$ cat config.mk
export PLATFORM = sky130hd
export DESIGN_NAME = fpreg_stack
export DESIGN_NICKNAME = d
export VERILOG_FILES = /design/src/rtl/fpstk_pkg.sv /design/src/rtl/fpstk_tagger.sv /design/src/rtl/fpstk_ptr.sv /design/src/rtl/fpstk_regfile.sv /design/src/rtl/fpreg_stack.sv
export SDC_FILE = /design/constraint.sdc
export NUM_CORES = 1
export LEC_CHECK = 0
export BUFFER_PORTS_ARGS = -buffer_cell sky130_fd_sc_hd__buf_2
export CAP_MARGIN = 10
export CORE_MARGIN = 10
export CORE_UTILIZATION = 50
export DETAILED_ROUTE_END_ITERATION = 8
export PLACE_DENSITY = 0.79
export SYNTH_ARGS = -nofsm -noshare
export SYNTH_HDL_FRONTEND = slang
export SYNTH_SLANG_ARGS = --single-unit
$ cat constraint.sdc
create_clock -name clk -period 3.45 [get_ports clk]
set_input_delay 0.1725 -clock clk [delete_from_list [all_inputs] [get_ports clk]]
set_output_delay 0.1725 -clock clk [all_outputs]
set_load 0.01 [all_outputs]
$ cat src/rtl/fpstk_pkg.sv
package fpstk_pkg;

  typedef enum logic [1:0] {
    TAG_VALID   = 2'b00,
    TAG_ZERO    = 2'b01,
    TAG_SPECIAL = 2'b10,
    TAG_EMPTY   = 2'b11
  } tag_e;

  typedef enum logic [2:0] {
    OP_NONE  = 3'd0,
    OP_PUSH  = 3'd1,
    OP_POP   = 3'd2,
    OP_READ  = 3'd3,
    OP_WRITE = 3'd4
  } op_e;

endpackage

$ cat src/rtl/fpstk_tagger.sv
module fpstk_tagger
  import fpstk_pkg::*;
#(
  parameter int EXP_W = 15,
  parameter int MAN_W = 64,
  localparam int DATA_W = 1 + EXP_W + MAN_W
) (
  input  logic [DATA_W-1:0] value,
  output tag_e              tag
);

  function automatic tag_e classify(input logic [EXP_W-1:0] e, input logic [MAN_W-1:0] m);
    if (&e)                   return TAG_SPECIAL;
    else if (e == '0)         return (m == '0) ? TAG_ZERO : TAG_SPECIAL;
    else                      return TAG_VALID;
  endfunction

  assign tag = classify(value[DATA_W-2 -: EXP_W], value[MAN_W-1:0]);

endmodule

$ cat src/rtl/fpstk_ptr.sv
module fpstk_ptr #(
  parameter int NREG = 8,
  localparam int IDX_W = $clog2(NREG)
) (
  input  logic             clk,
  input  logic             rst_n,
  input  logic             clr,
  input  logic             dec,
  input  logic             inc,
  input  logic [IDX_W-1:0] rel,
  output logic [IDX_W-1:0] top,
  output logic [IDX_W-1:0] below,
  output logic [IDX_W-1:0] rel_phys
);

  function automatic logic [IDX_W-1:0] wrap_add(input logic [IDX_W-1:0] a, input logic [IDX_W-1:0] b);
    logic [IDX_W:0] s;
    s = {1'b0, a} + {1'b0, b};
    return (s >= NREG[IDX_W:0]) ? IDX_W'(s - NREG[IDX_W:0]) : s[IDX_W-1:0];
  endfunction

  function automatic logic [IDX_W-1:0] wrap_dec(input logic [IDX_W-1:0] a);
    return (a == '0) ? IDX_W'(NREG - 1) : a - 1'b1;
  endfunction

  logic [IDX_W-1:0] top_q;

  always_ff @(posedge clk or negedge rst_n) begin
    if (!rst_n)      top_q <= '0;
    else if (clr)    top_q <= '0;
    else if (dec)    top_q <= wrap_dec(top_q);
    else if (inc)    top_q <= wrap_add(top_q, IDX_W'(1));
  end

  assign top      = top_q;
  assign below    = wrap_dec(top_q);
  assign rel_phys = wrap_add(top_q, rel);

  a_r2_push_moves_down: assert property (@(posedge clk) disable iff (!rst_n)
    (dec && !clr) |=> (top_q == $past(below)));
  a_r4_pop_moves_up: assert property (@(posedge clk) disable iff (!rst_n)
    (inc && !dec && !clr) |=> (below == $past(top_q)));
  a_r10_clear_top: assert property (@(posedge clk) disable iff (!rst_n)
    clr |=> (top_q == '0));

endmodule

$ cat src/rtl/fpstk_regfile.sv
module fpstk_regfile
  import fpstk_pkg::*;
#(
  parameter int NREG   = 8,
  parameter int DATA_W = 80,
  localparam int IDX_W = $clog2(NREG)
) (
  input  logic               clk,
  input  logic               rst_n,
  input  logic               clr,
  input  logic               we,
  input  logic [IDX_W-1:0]   wa,
  input  logic [DATA_W-1:0]  wd,
  input  tag_e               wt,
  input  logic               vac,
  input  logic [IDX_W-1:0]   va,
  input  logic [IDX_W-1:0]   ra,
  output logic [DATA_W-1:0]  rd,
  output tag_e               rt,
  input  logic [IDX_W-1:0]   pa,
  output tag_e               pt,
  output logic [2*NREG-1:0]  tag_flat
);

  logic [DATA_W-1:0] data_q [NREG];
  tag_e              tag_q  [NREG];

  for (genvar k = 0; k < NREG; k++) begin : g_slot
    logic hit_w, hit_v;
    assign hit_w = we  && (wa == IDX_W'(k));
    assign hit_v = vac && (va == IDX_W'(k));

    always_ff @(posedge clk or negedge rst_n) begin
      if (!rst_n) begin
        data_q[k] <= '0;
        tag_q[k]  <= TAG_EMPTY;
      end else if (clr) begin
        tag_q[k]  <= TAG_EMPTY;
      end else if (hit_w) begin
        data_q[k] <= wd;
        tag_q[k]  <= wt;
      end else if (hit_v) begin
        tag_q[k]  <= TAG_EMPTY;
      end
    end

    assign tag_flat[2*k +: 2] = tag_q[k];
  end

  assign rd = data_q[ra];
  assign rt = tag_q[ra];
  assign pt = tag_q[pa];

  a_r4_vacated_empty: assert property (@(posedge clk) disable iff (!rst_n)
    (vac && !clr && !we) |=> (tag_q[$past(va)] == TAG_EMPTY));
  a_r10_all_empty: assert property (@(posedge clk) disable iff (!rst_n)
    clr |=> (&tag_flat));
  a_r7_write_lands: assert property (@(posedge clk) disable iff (!rst_n)
    (we && !clr) |=> (data_q[$past(wa)] == $past(wd)));

endmodule

$ cat src/rtl/fpreg_stack.sv
module fpreg_stack
  import fpstk_pkg::*;
#(
  parameter int NREG  = 8,
  parameter int EXP_W = 15,
  parameter int MAN_W = 64,
  localparam int DATA_W = 1 + EXP_W + MAN_W,
  localparam int IDX_W  = $clog2(NREG)
) (
  input  logic              clk,
  input  logic              rst_n,
  input  logic              init,
  input  logic [2:0]        op,
  input  logic [IDX_W-1:0]  idx,
  input  logic [DATA_W-1:0] wr_data,
  output logic              rd_valid,
  output logic [DATA_W-1:0] rd_data,
  output logic [1:0]        rd_tag,
  output logic              stk_ovf,
  output logic              stk_unf,
  output logic [IDX_W-1:0]  top,
  output logic [2*NREG-1:0] tag_word
);

  logic [IDX_W-1:0]  top_w, below_w, rel_w, src_idx, wa_w;
  logic [DATA_W-1:0] src_data;
  tag_e              src_tag, below_tag, new_tag;

  logic is_push, is_pop, is_read, is_write, is_fetch;
  logic push_ok, push_ovf, fetch_ok, fetch_unf, wr_en, pop_ok;

  assign is_push  = !init && (op == OP_PUSH);
  assign is_pop   = !init && (op == OP_POP);
  assign is_read  = !init && (op == OP_READ);
  assign is_write = !init && (op == OP_WRITE);
  assign is_fetch = is_pop || is_read;

  assign src_idx  = is_pop ? top_w : rel_w;

  assign push_ok   = is_push && (below_tag == TAG_EMPTY);
  assign push_ovf  = is_push && (below_tag != TAG_EMPTY);
  assign fetch_ok  = is_fetch && (src_tag != TAG_EMPTY);
  assign fetch_unf = is_fetch && (src_tag == TAG_EMPTY);
  assign pop_ok    = is_pop && fetch_ok;
  assign wr_en     = push_ok || is_write;
  assign wa_w      = push_ok ? below_w : rel_w;

  fpstk_tagger #(.EXP_W(EXP_W), .MAN_W(MAN_W)) u_tagger (
    .value (wr_data),
    .tag   (new_tag)
  );

  fpstk_ptr #(.NREG(NREG)) u_ptr (
    .clk      (clk),
    .rst_n    (rst_n),
    .clr      (init),
    .dec      (push_ok),
    .inc      (pop_ok),
    .rel      (idx),
    .top      (top_w),
    .below    (below_w),
    .rel_phys (rel_w)
  );

  fpstk_regfile #(.NREG(NREG), .DATA_W(DATA_W)) u_rf (
    .clk      (clk),
    .rst_n    (rst_n),
    .clr      (init),
    .we       (wr_en),
    .wa       (wa_w),
    .wd       (wr_data),
    .wt       (new_tag),
    .vac      (pop_ok),
    .va       (top_w),
    .ra       (src_idx),
    .rd       (src_data),
    .rt       (src_tag),
    .pa       (below_w),
    .pt       (below_tag),
    .tag_flat (tag_word)
  );

  always_ff @(posedge clk or negedge rst_n) begin
    if (!rst_n) begin
      rd_valid <= 1'b0;
      rd_data  <= '0;
      rd_tag   <= TAG_EMPTY;
      stk_ovf  <= 1'b0;
      stk_unf  <= 1'b0;
    end else begin
      rd_valid <= fetch_ok;
      stk_ovf  <= push_ovf;
      stk_unf  <= fetch_unf;
      if (fetch_ok) begin
        rd_data <= src_data;
        rd_tag  <= src_tag;
      end
    end
  end

  assign top = top_w;

  a_r3_ovf_freezes: assert property (@(posedge clk) disable iff (!rst_n)
    push_ovf |=> (stk_ovf && $stable(tag_word) && $stable(top)));
  a_r5_unf_freezes: assert property (@(posedge clk) disable iff (!rst_n)
    fetch_unf |=> (stk_unf && !rd_valid && $stable(tag_word) && $stable(top)));
  a_r5_one_fault: assert property (@(posedge clk) disable iff (!rst_n)
    $onehot0({stk_ovf, stk_unf, rd_valid}) || (rd_valid && !stk_ovf && !stk_unf));
  a_r4_valid_not_empty: assert property (@(posedge clk) disable iff (!rst_n)
    rd_valid |-> (rd_tag != TAG_EMPTY));
  a_r11_idle_stable: assert property (@(posedge clk) disable iff (!rst_n)
    (!init && op > 3'd4) |=> ($stable(tag_word) && $stable(top) && !stk_ovf && !stk_unf && !rd_valid));

endmodule

==> impl_metrics.toml <==
[pwr]
cellPowerDensity_nw_per_um2 = 810
switchingPower_mw = 10.7
max-vdd-ir-drop_v = 0.000479
swShare = 0.327
finalPower_mw = 32.6
leakagePower_nw = 19.4
seq_power_share = 0.443
internal_power_mw = 22.0
comb_power_share = 0.303
clkPwrFrac = 0.253

[worst_hold_path]
min-delay-path-class = "in -> reg"
holdPathEnd = "stk_ovf"
min_delay_path_depth = 3
hp-start = "op[0]"

[critical_path]
crit_path_max_incr_delay_ns = 0.46
worst_setup_path_end_kind = "flop"
rr_startpoint = "u_ptr.top[1]"
reg2regPathDepth = 9
critPathLaunchType = "flop"
arrival_ns = 3.75
rr_endpoint = "u_rf.data_q[625]"
path_cells = "inv_1, ha_1, nand3_1, o21ai_0, o2111a_1, a21oi_1, o21bai_4, buf_12, mux2_2"
timing.reg2reg.setup_slack_ns = 0.21
worst_path_max_delay_cell = "sky130_fd_sc_hd__a21oi_1"
timing.critical_path.fanout_max = 43
cp.buffers_inverters = 2
crit_type = "reg -> reg"
path_delay_family = "compound AO/OA/AOI/OAI gates"
cp_data_required_time_ns = 3.97

[synthesis]
post_synth_inst_count = 3121
synth-seq-area-share = 0.542
syn-num-nets = 3219
yosys_warnings = 0
ys_seq_elements = 744
synth.top_cells.by_area = "sky130_fd_sc_hd__dfrtp_1, sky130_fd_sc_hd__mux2_2, sky130_fd_sc_hd__nand2_1, sky130_fd_sc_hd__nand3_1, sky130_fd_sc_hd__mux2i_1"
share_of_synthesized_flip_flops_with_an_asynchronous_set_or_reset = 1.00
cell_type_with_the_largest_total_area_after_synthesis = "sky130_fd_sc_hd__dfrtp_1"
mapped_avg_cell_area_sq_um = 11.0
syn_area_sq_um = 34400
yosysTopAreaCellShare = 0.528
synth_enable_flop_cells = 0
synthDistinctLibCells = 56
yosys_most_used_dff = "sky130_fd_sc_hd__dfrtp_1"

[cells_and_area]
area_growth_pct = 17.2
postLayoutCellArea_sq_um = 40300
mostFrequentLayoutCell = "sky130_fd_sc_hd__nand2_1"
layout_common_cells = "sky130_fd_sc_hd__nand2_1, sky130_fd_sc_hd__dfrtp_1, sky130_fd_sc_hd__mux2_2"
drive_above_1_share = 0.300
final_nets = 3435

[clock_network]
cts_buffers = 76
max-clock-path-buffers = 3
clock_latency_of_the_later_clocked_register_in_the_worst_skew_pair_ns = 0.65
cts.sink_count = 744
tritoncts = "done"
clockRootBuffer = "sky130_fd_sc_hd__clkbuf_16"
clkTransAtPathRegs_ns = 0.06
cts_hold_buf = 83
cts_resized = 0
post-cts-setup-buffers = 0
cts_htree_levels = 3

[timing]
final_hold_viols = 0
slew_headroom = 0.271
final_min_period_over_clock_period = 0.938
grt_setup_unrepaired = "false"
maxSlewViolCount = 0
whs_ns = 0.0854
final_period_minus_worst_setup_slack_ns = 3.24
totalNegativeSetupSlack_ns = 0
fin_worst_skew_ns = 0.0234
fmax_ghz = 0.309
final-setup-viol-count = 0
tightestPinTransition_ns = 1.09

[grt]
globalRoute.totalOverflow = 0
number_of_global_route_vias_before_repair = 25900
grtUsageTotal = 0.240
grt_start_max_net_pins = 171
grt_antenna_before_repair = 9
grt_pass1_wl_mm = 150

[floorplanning]
chipWidth_um = 282
io_pins = 193
die_y_um = 282
initial_standard_cell_utilization_of_the_core = 0.503
coreArea_sq_um = 68300
row_count = 96
design.die.area_sq_um = 79700

[run_status]
outcome = "complete, no violations"

[placed_design]
detailed_placer_s_ending_hpwl_mm = 57.2
place_congestion = 0.904
place.port_buffers = 192
placed_cell_area_sq_um = 37000

[routing]
routed_wirelength_mm = 96.2
routed-via-count = 25600
route.detailed.vias_per_inst = 5.99
drt_iter0_markers = 2925
drt_drc_violations_left = 0
detail_route.first_pass.iterations = 6
detail-route-antenna-nets = 0
wl_per_cell_um = 22.5

[flow_run]
cap_viol_max_count = 0
[power groups by stage]
| stage | combinational [mW] | clock [mW] | sequential (mW) |
|---|---|---|---|
| final | 9.90 | 8.27 | 14.5 |
| after global routing | 10.9 | 8.71 | 14.9 |
| after CTS | 9.95 | 8.37 | 14.4 |
| after detailed placement | 9.80 | 0 | 14.5 |
| after global placement | 9.46 | 0 | 14.3 |
| after floorplan | 6.50 | 0 | 14.2 |
[cells in the mapped netlist (8+ instances only)]
cell	n
sky130_fd_sc_hd__a211oi_1	80
sky130_fd_sc_hd__a21oi_1	21
sky130_fd_sc_hd__a311oi_1	81
sky130_fd_sc_hd__a31oi_1	84
sky130_fd_sc_hd__and3_1	81
sky130_fd_sc_hd__buf_2	74
sky130_fd_sc_hd__buf_6	8
sky130_fd_sc_hd__clkbuf_1	153
sky130_fd_sc_hd__dfrtp_1	726
sky130_fd_sc_hd__dfstp_2	18
sky130_fd_sc_hd__ha_1	8
sky130_fd_sc_hd__inv_1	91
sky130_fd_sc_hd__mux2_2	560
sky130_fd_sc_hd__mux2i_1	82
sky130_fd_sc_hd__nand2_1	731
sky130_fd_sc_hd__nand3_1	167
sky130_fd_sc_hd__nand4_1	10
sky130_fd_sc_hd__nor2_1	21
sky130_fd_sc_hd__nor3_1	18
sky130_fd_sc_hd__nor4_1	21
sky130_fd_sc_hd__o2111ai_1	9
[state kept, by name, indices dropped and copies added (netlist names)]
signal and cells:
u_rf.data_q 640, rd_data 80, u_rf.tag_flat 16, u_ptr.top 3, rd_tag 2, rd_valid 1, stk_ovf 1, stk_unf 1
[final cells by class]
| cell class | count | area [sq um] |
|---|---|---|
| fillers | 5399 | 28000 |
| flip-flops and latches | 744 | 18600 |
| multi-input cells | 2040 | 14500 |
| repair buffers | 383 | 3230 |
| clock buffers | 118 | 2310 |
| well taps | 882 | 1100 |
| inverters | 92 | 347 |
| clock inverters | 15 | 200 |
| diodes | 2 | 5.00 |
[worst register-to-register path: stages, from the launching register on]
cell and delay (ns):
sky130_fd_sc_hd__dfrtp_1 0.38, sky130_fd_sc_hd__inv_1 0.16, sky130_fd_sc_hd__ha_1 0.37, sky130_fd_sc_hd__nand3_1 0.15
sky130_fd_sc_hd__o21ai_0 0.19, sky130_fd_sc_hd__o2111a_1 0.39, sky130_fd_sc_hd__a21oi_1 0.46, sky130_fd_sc_hd__o21bai_4 0.26
sky130_fd_sc_hd__buf_12 0.34, sky130_fd_sc_hd__mux2_2 0.41
[worst max path at each step]
stage	slack, ns	start	cells after the start	endpoint
6_report	0.21	u_ptr.top[1]	9	u_rf.data_q[625]
5_1_grt	0.04	u_ptr.top[1]	10	u_rf.data_q[546]
4_1_cts	0.25	u_ptr.top[1]	10	u_rf.data_q[558]
3_5_place_dp	0.28	u_ptr.top[1]	10	u_rf.data_q[558]
3_3_place_gp	0.35	u_ptr.top[1]	10	u_rf.data_q[550]
2_1_floorplan	0.18	u_ptr.top[0]	12	u_rf.data_q[503]
[cells by family after synthesis]
family          synth area share
flops                      0.542
buf+inv                   0.0421
xor+xnor                0.000764
compound gates            0.0651
fa+ha+maj                0.00349
mux                        0.211
simple gates               0.135
[metrics by stage]
stage	util	instances	worst slack, ns
floorplan	-	3121	0.184
global placement	0.541	4058	0.353
detailed placement	0.541	4058	0.283
CTS	0.590	4274	0.254
global route	0.590	4276	0.0415
finish	0.590	4276	0.212
[routing by layer]
layer / routed length (um) / GRT usage / up-vias
li1: - / - / 11400
met5: 59 / 0 / -
met1: 40100 / 0.318 / 13000
met3: 8310 / 0.0558 / 187
met4: 2890 / 0.0945 / 10
met2: 44800 / 0.377 / 1022
Note: power is estimated with default switching activity, not from simulation.
